## src/rtl/irq_prio_pkg.sv

```systemverilog
`timescale 1ns/100ps
package irq_prio_pkg;
    localparam int N_ERR  = 5;
    localparam int N_IPC  = 8;
    localparam int N_LOC  = 7;
    localparam int N_BP   = 7;
    localparam int LVL_W  = 3;
    localparam int VEC_W  = 8;
    localparam int N_SRC  = N_ERR + N_IPC + N_LOC + N_BP;
    localparam int SRC_W  = $clog2(N_SRC);
    localparam int IPC_B  = N_ERR;
    localparam int LOC_B  = IPC_B + N_IPC;
    localparam int BP_B   = LOC_B + N_LOC;

    typedef enum logic [1:0] {GRP_ERR, GRP_IPC, GRP_LOC, GRP_BP} grp_e;

    function automatic grp_e grp_of(input int idx);
        if (idx < IPC_B)      return GRP_ERR;
        else if (idx < LOC_B) return GRP_IPC;
        else if (idx < BP_B)  return GRP_LOC;
        else                  return GRP_BP;
    endfunction

    typedef struct packed {
        logic                none;
        logic [SRC_W-1:0]    src;
        logic                own;
        logic [VEC_W-1:0]    vec;
    } ack_rsp_t;
endpackage

```

## src/rtl/irq_src_cond.sv

```systemverilog
`timescale 1ns/100ps
module irq_src_cond (
    input  logic clk,
    input  logic rst,
    input  logic raw,
    input  logic pol,
    input  logic edge_mode,
    input  logic clr,
    output logic pend
);
    logic act;
    logic act_q;
    logic rise;

    assign act  = pol ? raw : ~raw;
    assign rise = act & ~act_q;

    always_ff @(posedge clk) begin
        if (rst) begin
            act_q <= 1'b0;
            pend  <= 1'b0;
        end else begin
            act_q <= act;
            if (edge_mode)
                pend <= rise | (pend & ~clr);
            else
                pend <= act;
        end
    end
endmodule

```

## src/rtl/irq_prio_sel.sv

```systemverilog
`timescale 1ns/100ps
module irq_prio_sel #(
    parameter int N     = 27,
    parameter int LW    = 3,
    parameter int IW    = 5
) (
    input  logic [N-1:0]    req,
    input  logic [N*LW-1:0] lvl,
    input  logic [LW-1:0]   sel_lvl,
    output logic [LW-1:0]   top_lvl,
    output logic            hit,
    output logic [IW-1:0]   hit_idx
);
    always_comb begin
        top_lvl = '0;
        for (int i = 0; i < N; i++) begin
            if (req[i] && (lvl[i*LW +: LW] > top_lvl))
                top_lvl = lvl[i*LW +: LW];
        end
    end

    always_comb begin
        hit     = 1'b0;
        hit_idx = '0;
        for (int i = N-1; i >= 0; i--) begin
            if (req[i] && (sel_lvl != '0) && (lvl[i*LW +: LW] == sel_lvl)) begin
                hit     = 1'b1;
                hit_idx = IW'(i);
            end
        end
    end
endmodule

```

## src/rtl/irq_prio_ctrl.sv

```systemverilog
`timescale 1ns/100ps
module irq_prio_ctrl
    import irq_prio_pkg::*;
(
    input  logic                   clk,
    input  logic                   rst,
    input  logic [N_BP-1:0]        bp_irq_n,
    input  logic [N_LOC-1:0]       loc_irq,
    input  logic [N_ERR-1:0]       err_evt,
    input  logic [N_IPC-1:0]       ipc_evt,
    input  logic [N_LOC-1:0]       loc_edge,
    input  logic [N_LOC-1:0]       loc_pol,
    input  logic [N_LOC-1:0]       loc_vec_en,
    input  logic [N_LOC*VEC_W-1:0] loc_vec,
    input  logic [VEC_W-SRC_W-1:0] int_vec_base,
    input  logic [N_SRC*LVL_W-1:0] src_lvl,
    input  logic [N_SRC-1:0]       src_mask,
    input  logic [N_SRC-1:0]       src_clr,
    input  logic                   iack,
    input  logic [LVL_W-1:0]       iack_lvl,
    output logic [LVL_W-1:0]       ipl_n,
    output logic                   ack_valid,
    output logic                   ack_none,
    output logic [SRC_W-1:0]       ack_src,
    output logic                   ack_own,
    output logic [VEC_W-1:0]       ack_vec
);
    logic [N_SRC-1:0] raw_v, pol_v, edge_v, clr_v, pend_v, eff_v, ack_clr;
    logic [LVL_W-1:0] top_lvl;
    logic             hit;
    logic [SRC_W-1:0] hit_idx;
    ack_rsp_t         rsp_d, rsp_q;
    logic             valid_q;

    // map each group onto the global index space
    generate
        for (genvar i = 0; i < N_SRC; i++) begin : g_map
            if (i < IPC_B) begin : g_err
                assign raw_v[i]  = err_evt[i];
                assign pol_v[i]  = 1'b1;
                assign edge_v[i] = 1'b1;
            end else if (i < LOC_B) begin : g_ipc
                assign raw_v[i]  = ipc_evt[i-IPC_B];
                assign pol_v[i]  = 1'b1;
                assign edge_v[i] = 1'b1;
            end else if (i < BP_B) begin : g_loc
                assign raw_v[i]  = loc_irq[i-LOC_B];
                assign pol_v[i]  = loc_pol[i-LOC_B];
                assign edge_v[i] = loc_edge[i-LOC_B];
            end else begin : g_bp
                assign raw_v[i]  = bp_irq_n[i-BP_B];
                assign pol_v[i]  = 1'b0;
                assign edge_v[i] = 1'b0;
            end
            irq_src_cond u_cond (
                .clk       (clk),
                .rst       (rst),
                .raw       (raw_v[i]),
                .pol       (pol_v[i]),
                .edge_mode (edge_v[i]),
                .clr       (clr_v[i]),
                .pend      (pend_v[i])
            );
        end
    endgenerate

    assign eff_v = pend_v & ~src_mask;

    irq_prio_sel #(.N(N_SRC), .LW(LVL_W), .IW(SRC_W)) u_sel (
        .req     (eff_v),
        .lvl     (src_lvl),
        .sel_lvl (iack_lvl),
        .top_lvl (top_lvl),
        .hit     (hit),
        .hit_idx (hit_idx)
    );

    assign ipl_n = ~top_lvl;

    always_comb begin
        ack_clr = '0;
        if (iack && hit)
            ack_clr[hit_idx] = 1'b1;
    end
    assign clr_v = src_clr | ack_clr;

    always_comb begin
        rsp_d = '0;
        if (!hit) begin
            rsp_d.none = 1'b1;
        end else begin
            rsp_d.src = hit_idx;
            case (grp_of(int'(hit_idx)))
                GRP_ERR, GRP_IPC: begin
                    rsp_d.own = 1'b1;
                    rsp_d.vec = {int_vec_base, hit_idx};
                end
                GRP_LOC: begin
                    if (loc_vec_en[int'(hit_idx) - LOC_B]) begin
                        rsp_d.own = 1'b1;
                        rsp_d.vec = loc_vec[(int'(hit_idx) - LOC_B)*VEC_W +: VEC_W];
                    end
                end
                default: rsp_d.own = 1'b0;
            endcase
        end
    end

    always_ff @(posedge clk) begin
        if (rst) begin
            valid_q <= 1'b0;
            rsp_q   <= '0;
        end else begin
            valid_q <= iack;
            rsp_q   <= iack ? rsp_d : '0;
        end
    end

    assign ack_valid = valid_q;
    assign ack_none  = rsp_q.none;
    assign ack_src   = rsp_q.src;
    assign ack_own   = rsp_q.own;
    assign ack_vec   = rsp_q.vec;
endmodule

```

## config.mk

```make
export PLATFORM = sky130hd
export DESIGN_NAME = irq_prio_ctrl
export DESIGN_NICKNAME = d
export VERILOG_FILES = /design/src/rtl/irq_prio_pkg.sv /design/src/rtl/irq_src_cond.sv /design/src/rtl/irq_prio_sel.sv /design/src/rtl/irq_prio_ctrl.sv
export SDC_FILE = /design/constraint.sdc
export NUM_CORES = 1
export LEC_CHECK = 0
export BUFFER_PORTS_ARGS = -buffer_cell sky130_fd_sc_hd__buf_2
export CAP_MARGIN = 20
export CELL_PAD_IN_SITES_DETAIL_PLACEMENT = 1
export CELL_PAD_IN_SITES_GLOBAL_PLACEMENT = 2
export CORE_MARGIN = 8
export CORE_UTILIZATION = 28
export DETAILED_ROUTE_END_ITERATION = 10
export PLACE_DENSITY = 0.86
export SLEW_MARGIN = 25
export SYNTH_ARGS = -nofsm -noshare
export SYNTH_HDL_FRONTEND = slang
export SYNTH_SLANG_ARGS = --single-unit
export TNS_END_PERCENT = 100
```

## constraint.sdc

```tcl
create_clock -name clk -period 39.6 [get_ports clk]
set_input_delay 3.96 -clock clk [delete_from_list [all_inputs] [get_ports clk]]
set_output_delay 3.96 -clock clk [all_outputs]
set_load 0.1 [all_outputs]
```

# [Word-level counts from Yosys, hierarchy flattened]
# Cells that the tools add are included.
[classes] n_mux=109 add_sub_neg=1 shift=1 n_reduce_logical=88 n_div=0 n_mul=0 eq_ne=29 magnitude_cmp=33 bitwise=120
[ops] op="$mux W5" count=27
[ops] op="$logic_and A1 B1 Y1" count=83
[ops] op="$eq A3 B3 Y1" count=27
[ops] op="$mux W3" count=27
[ops] op="$gt A3 B3 Y1" count=26
[ops] op="$not A1 Y1" count=56
[ops] op="$shiftx A56 B9 Y8" count=1
[ops] op="$mux W1" count=46
[ops] op="$and A1 B1 Y1" count=40
[ops] op="$and A27 B27 Y27" count=1
[ops] op="$not A27 Y27" count=1
[ops] op="$mux W20" count=1
[ops] op="$or A1 B1 Y1" count=20
[ops] op="$or A20 B20 Y20" count=1
[ops] op="$pmux W8 S2" count=1
[ops] op="$mux W9" count=1
[ops] op="$lt A5 B6 Y1 const B" count=1
[ops] op="$lt A6 B5 Y1 const B" count=1
[ops] op="$mux W2" count=3
[ops] op="$sub A5 B4 Y6 const B" count=1
[ops] op="$demux W1 S5" count=1
[ops] op="$ge A5 B1 Y1 const B" count=1
[ops] op="$lt A5 B3 Y1 const B" count=1
[ops] op="$lt A5 B4 Y1 const B" count=1
[ops] op="other kinds (11)" count=12
[word_totals] out_inout_bits=19 ramBits=0 ff_bits=63 mem_count=0 latchBits=0 mem_bits_ro=0

# [Logic depth before layout (Yosys ltp)]
[depth] depth_word=83 ltp_mapped=168 depth_no_buf=168

# [By module]
# Synthesis repeated with hierarchy kept, for this count alone.
[hier_totals] cells_unflattened=1158 area_unflattened_um2=8737.1
[modules_own_cells] module="irq_prio_sel" area_per_inst_um2=5014.8 instances=1 seq_area_each_um2=0.0 cells_per_inst=771
[modules_own_cells] module="irq_src_cond" area_per_inst_um2=76.3 instances=27 seq_area_each_um2=40.0 cells_per_inst=7
[modules_own_cells] module="irq_prio_ctrl" area_per_inst_um2=1661.6 instances=1 seq_area_each_um2=320.3 cells_per_inst=198

# [Worst setup path before layout]
# OpenSTA, ideal clock, no wires.
[synth_path] path_type="input to output" from="input port src_mask[0]" to="output port ipl_n[2]" setup_slack_ns=1.859 cell_stages=157 t_arrival_ns=33.781 n_path_buf=0 cell_sequence="nor2b_1 nand2_1 ha_1 nor2_2 a31oi_4 nand2_2 o21ai_0 ha_1 o41ai_1 o2111ai_1 o211ai_1 nand2_1 ha_1 nor2_1 nor2_1 o211ai_1 mux2_2 ha_1 (+121 left out) ha_1 nor2_1 maj3_2 maj3_2 nand3_1 nand2_1 ha_1 nand3_1 nand2_1 a21oi_1 inv_1 mux2i_1 ha_1 nand3_1 nand2_1 a21oi_1 nor2_1 a21oi_1"
[synth_via] elab_chain_len=83
[synth_rtl] item="start, declared" line="irq_prio_ctrl.sv:17" text="input logic [N_SRC-1:0] src_mask,"
[synth_rtl] item="$not A27 Y27 *" line="irq_prio_ctrl.sv:67" text="assign eff_v = pend_v & ~src_mask;"
[synth_rtl] item="$and A27 B27 Y27 *" line="irq_prio_ctrl.sv:67"
[synth_rtl] item="$logic_and A1 B1 Y1 *" line="irq_prio_sel.sv:17" text="if (req[i] && (lvl[i*LW +: LW] > top_lvl))"
[synth_rtl] item="$mux W3 *" line="irq_prio_sel.sv:17"
[synth_rtl] item="$gt A3 B3 Y1" line="irq_prio_sel.sv:17"
[synth_rtl] item="$logic_and A1 B1 Y1" line="irq_prio_sel.sv:17"
[synth_rtl] item="$mux W3 *" line="irq_prio_sel.sv:17"
[synth_rtl] item="$gt A3 B3 Y1" line="irq_prio_sel.sv:17"
[synth_rtl] item="(+67 left out)"
[synth_rtl] item="$mux W3 *" line="irq_prio_sel.sv:17"
[synth_rtl] item="$gt A3 B3 Y1" line="irq_prio_sel.sv:17"
[synth_rtl] item="$logic_and A1 B1 Y1" line="irq_prio_sel.sv:17"
[synth_rtl] item="$mux W3 *" line="irq_prio_sel.sv:17"
[synth_rtl] item="$gt A3 B3 Y1" line="irq_prio_sel.sv:17"
[synth_rtl] item="$logic_and A1 B1 Y1" line="irq_prio_sel.sv:17"
[synth_rtl] item="$mux W3 *" line="irq_prio_sel.sv:17"
[synth_rtl] item="$not A3 Y3 *" line="irq_prio_ctrl.sv:78" text="assign ipl_n = ~top_lvl;"
[synth_rtl] item="end, declared" line="irq_prio_ctrl.sv:21" text="output logic [LVL_W-1:0] ipl_n,"
# Mark *: on every way between the ends. The rest lies on a longest branch, timed or not.

# [Final worst setup path]
[layout_path] from="input port src_mask[0]" to="output port ipl_n[1]"
# Same word-level chain as after synthesis.

==> impl_results.md <==
- Status: finished clean
- PD cells: 33.01 nW/um2
- Nets@finish: 1715
- Post-route ant nets: 0
- Longest Clk Path Bufs: 2
- Peak supply drop: 17.01 uV
- Largest net degree at the start of global routing: 55
- First-pass detailed-route iteration total: 5
- Top Layer Used: met5
- Crit path kind: input pin to primary output
- I/O pin cnt: 267
- Worst skew pair latency: 0.36 ns
- Worst Path Required: 35.64 ns
- Comb pwr share: 0.587
- Synthesis-to-finish area growth: 33.24%
- # setup viols final: 0
- Post-layout min period: 38.16 ns
- CP max stage delay: 0.57 ns
- Clock Power Share: 0.221
- CTS Sinks: 63
- Final cycle utilization of the critical path: 0.9637
- Top cell by count, worst path: ha_1
- WL/cell: 19.30 um
- Post-synth top area cell: dfxtp_1
- WL met3: 1.703 mm
- Fill cell count: 3680
- Worst-margin pin slew: 0.8587 ns
- Initial Util: 0.2843
- DR vias: 9594
- Hold Worst Slack: 0.4302 ns
- P_int: 204.8 uW
- Overall routed net length: 35.16 mm
- Share of cells above drive strength 1: 0.3254
- Root Buffer: clkbuf_16
- IO buf count: 259
- # H-tree levels: 3
- Non-Filler Instances: 1822
- Vias in the first global route: 10130
- Critical Path Slowest Stage Cell: or4_4
- Cell count after synthesis: 1155
- Leakage power total: 4.788 nW
- Synth area leaders: dfxtp_1 (15%), nor2_1 (6.6%), nand2_1 (5.7%), ha_1 (5.7%), xnor2_1 (5.6%)
- Final Cell Area: 10900 um2
- Fraction of registers with async set/reset: 0
- Power Total: 359.9 uW
- Detailed-routed wire length on met2: 17.41 mm
- Max_cap viols: 0
- Die span in x: 187.0 um
- CTS tree: built
- Register share of total power: 0.192
- Net switching fraction of the power: 0.4310
- Critical path data arrival time: 34.20 ns
- Remaining Overflow, GRT: 0
- Post-DP Area: 10010 um2
- Die Footprint: 34950 um2
- Top FF cell, synth: dfxtp_1
- Chip Height: 187.0 um
- GR Util All Layers: 0.1912
- Syn_nets: 1440
- Placed cells: 1776
- Crit start category: input pin
- EDFF count, synth: 0
- Library cells used by synthesis: 107
- Antenna violations before repair: 5
- Starting DRC count in detailed routing: 487
- HPWL Detailed: 28.25 mm
- #FFs+latches synth: 63
- Final Hold Viols: 0
- Place WS: -0.2766 ns
- Row Count: 62
- Commonest non-fill, non-tap cells in the layout: buf_2 (256), nor2_1 (125), nand2_1 (123), a21oi_1 (73), dfxtp_1 (63)
- Drt drc: 0
- Cell Area, Synth: 8183 um2
- Slew Limit Fails: 0
- DR vias/cell: 5.266
- Final worst slack: 1.436 ns
- Crit end category: primary output
- FMAX: 0.02620 GHz
- Seq/Total Area, Yosys: 0.1541
- Post-Route Skew: 0.008833 ns
- Worst hold path type: register to register
- First-pass GRT wire length: 54.39 mm
- CTS clk-pin slew, worst paths: 0.06 ns
- Core area: 28780 um2
- Maximum fanout along the worst path: 4
- Commonest non-fill, non-tap cell in the layout: buf_2
- Rel. slew slack: 0.4231
- WL met1: 15.20 mm
- Yosys top cell area share: 0.1541
- Mapped Avg Cell Area: 7.085 um2
- Num CTS Buffers: 9
- Switch Pwr: 155.1 uW
- Synth Warn #: 0
- GPL Wtd Cong: 0.8640
[state kept, by name, indices dropped and copies added (netlist names)]
signal and count:
ack_src 5, ack_valid 1, g_map.u_cond.pend 27, ack_vec 8
ack_none 1, ack_own 1, g_map.u_cond.act_q 20
[critical path: cells and delay by family]
family / cells / cell delay, ns
buf+inv: 11 / 1.42
mux: 8 / 2.53
simple gates: 59 / 7.12
compound gates: 56 / 9.95
fa+ha+maj: 32 / 9.22
[repair_timing]
action,in CTS,in global routing
setup buffers,1,27
gates resized for setup,9,87
setup endpoints to repair,3,3
cloned,0,0
endpoints found under the hold margin,0,0
hold buffers,0,0
pin swaps,0,87
[power groups by stage]
stage	registers [mW]	logic [mW]	clock network, mW
after floorplan	0.0737	0.120	0
after global placement	0.0702	0.178	0
after detailed placement	0.0703	0.183	0
after CTS	0.0689	0.187	0.0815
after global routing	0.0694	0.231	0.0839
final	0.0690	0.211	0.0795
[kinds of logic after synthesis]
group	count (synthesis)	share of synthesized area
muxes	26	0.04648
DFF	63	0.1541
xor gates and xnor gates	63	0.06743
buffers and inverters	111	0.05183
adders and majority gates	43	0.06422
and+or+nand+nor	516	0.3093
AOI/OAI and AO/OA	333	0.3066
[layer usage]
metal | vias to the layer above | track usage
li1 | 4736 | -
met1 | 4571 | 0.2258
met2 | 238 | 0.3360
met3 | 45 | 0.04474
met4 | 4 | 0.06231
met5 | - | 0
[stage by stage]
stage,TNS [ns],utilization
floorplan,0,-
global placement,0,0.3479
detailed placement,-0.6713,0.3479
CTS,0,0.3592
global route,-0.6381,0.3788
finish,0,0.3788
[area by class of cell]
| type | instances | area, um2 | share of cell area |
|---|---|---|---|
| diodes | 3 | 7.507 | 0.0006885 |
| clock buffers | 11 | 242.7 | 0.02226 |
| clock inverters | 5 | 33.78 | 0.003098 |
| inverters | 61 | 229.0 | 0.02100 |
| multi-input cells | 981 | 6903 | 0.6331 |
| flip-flops and latches | 63 | 1261 | 0.1157 |
| well taps | 384 | 480.5 | 0.04407 |
| repair buffers | 314 | 1745 | 0.1601 |
[final timing paths]
| check | cells past startpoint | slack (ns) | end | start |
|---|---|---|---|---|
| setup / recovery | 166 | 1.44 | ipl_n[1] | src_mask[0] |
| hold reg to reg | 1 | 0.43 | g_map[10].u_cond.pend | g_map[10].u_cond.act_q |
| hold / removal | 1 | 0.43 | g_map[10].u_cond.pend | g_map[10].u_cond.act_q |
| setup reg to reg | 24 | 33.32 | ack_vec[5] | g_map[22].u_cond.pend |
[cell usage after synthesis, drive strengths merged (7+ instances only)]
cell type,count
clkbuf,35
o21ai,53
nand4,10
nand3,64
xnor2,52
a21oi,80
o21a,9
nor2,145
o22ai,7
nand2b,26
xor2,11
and3,22
inv,61
or3,7
nor2b,53
a21boi,9
buf,15
and2,16
o211ai,24
a211oi,12
dfxtp,63
mux2i,11
mux4,9
o31ai,17
a31oi,25
ha,37
nor3,24
o2111ai,11
a211o,7
a21o,11
nand2,126
No activity file was read; power rests on OpenSTA's default activity.
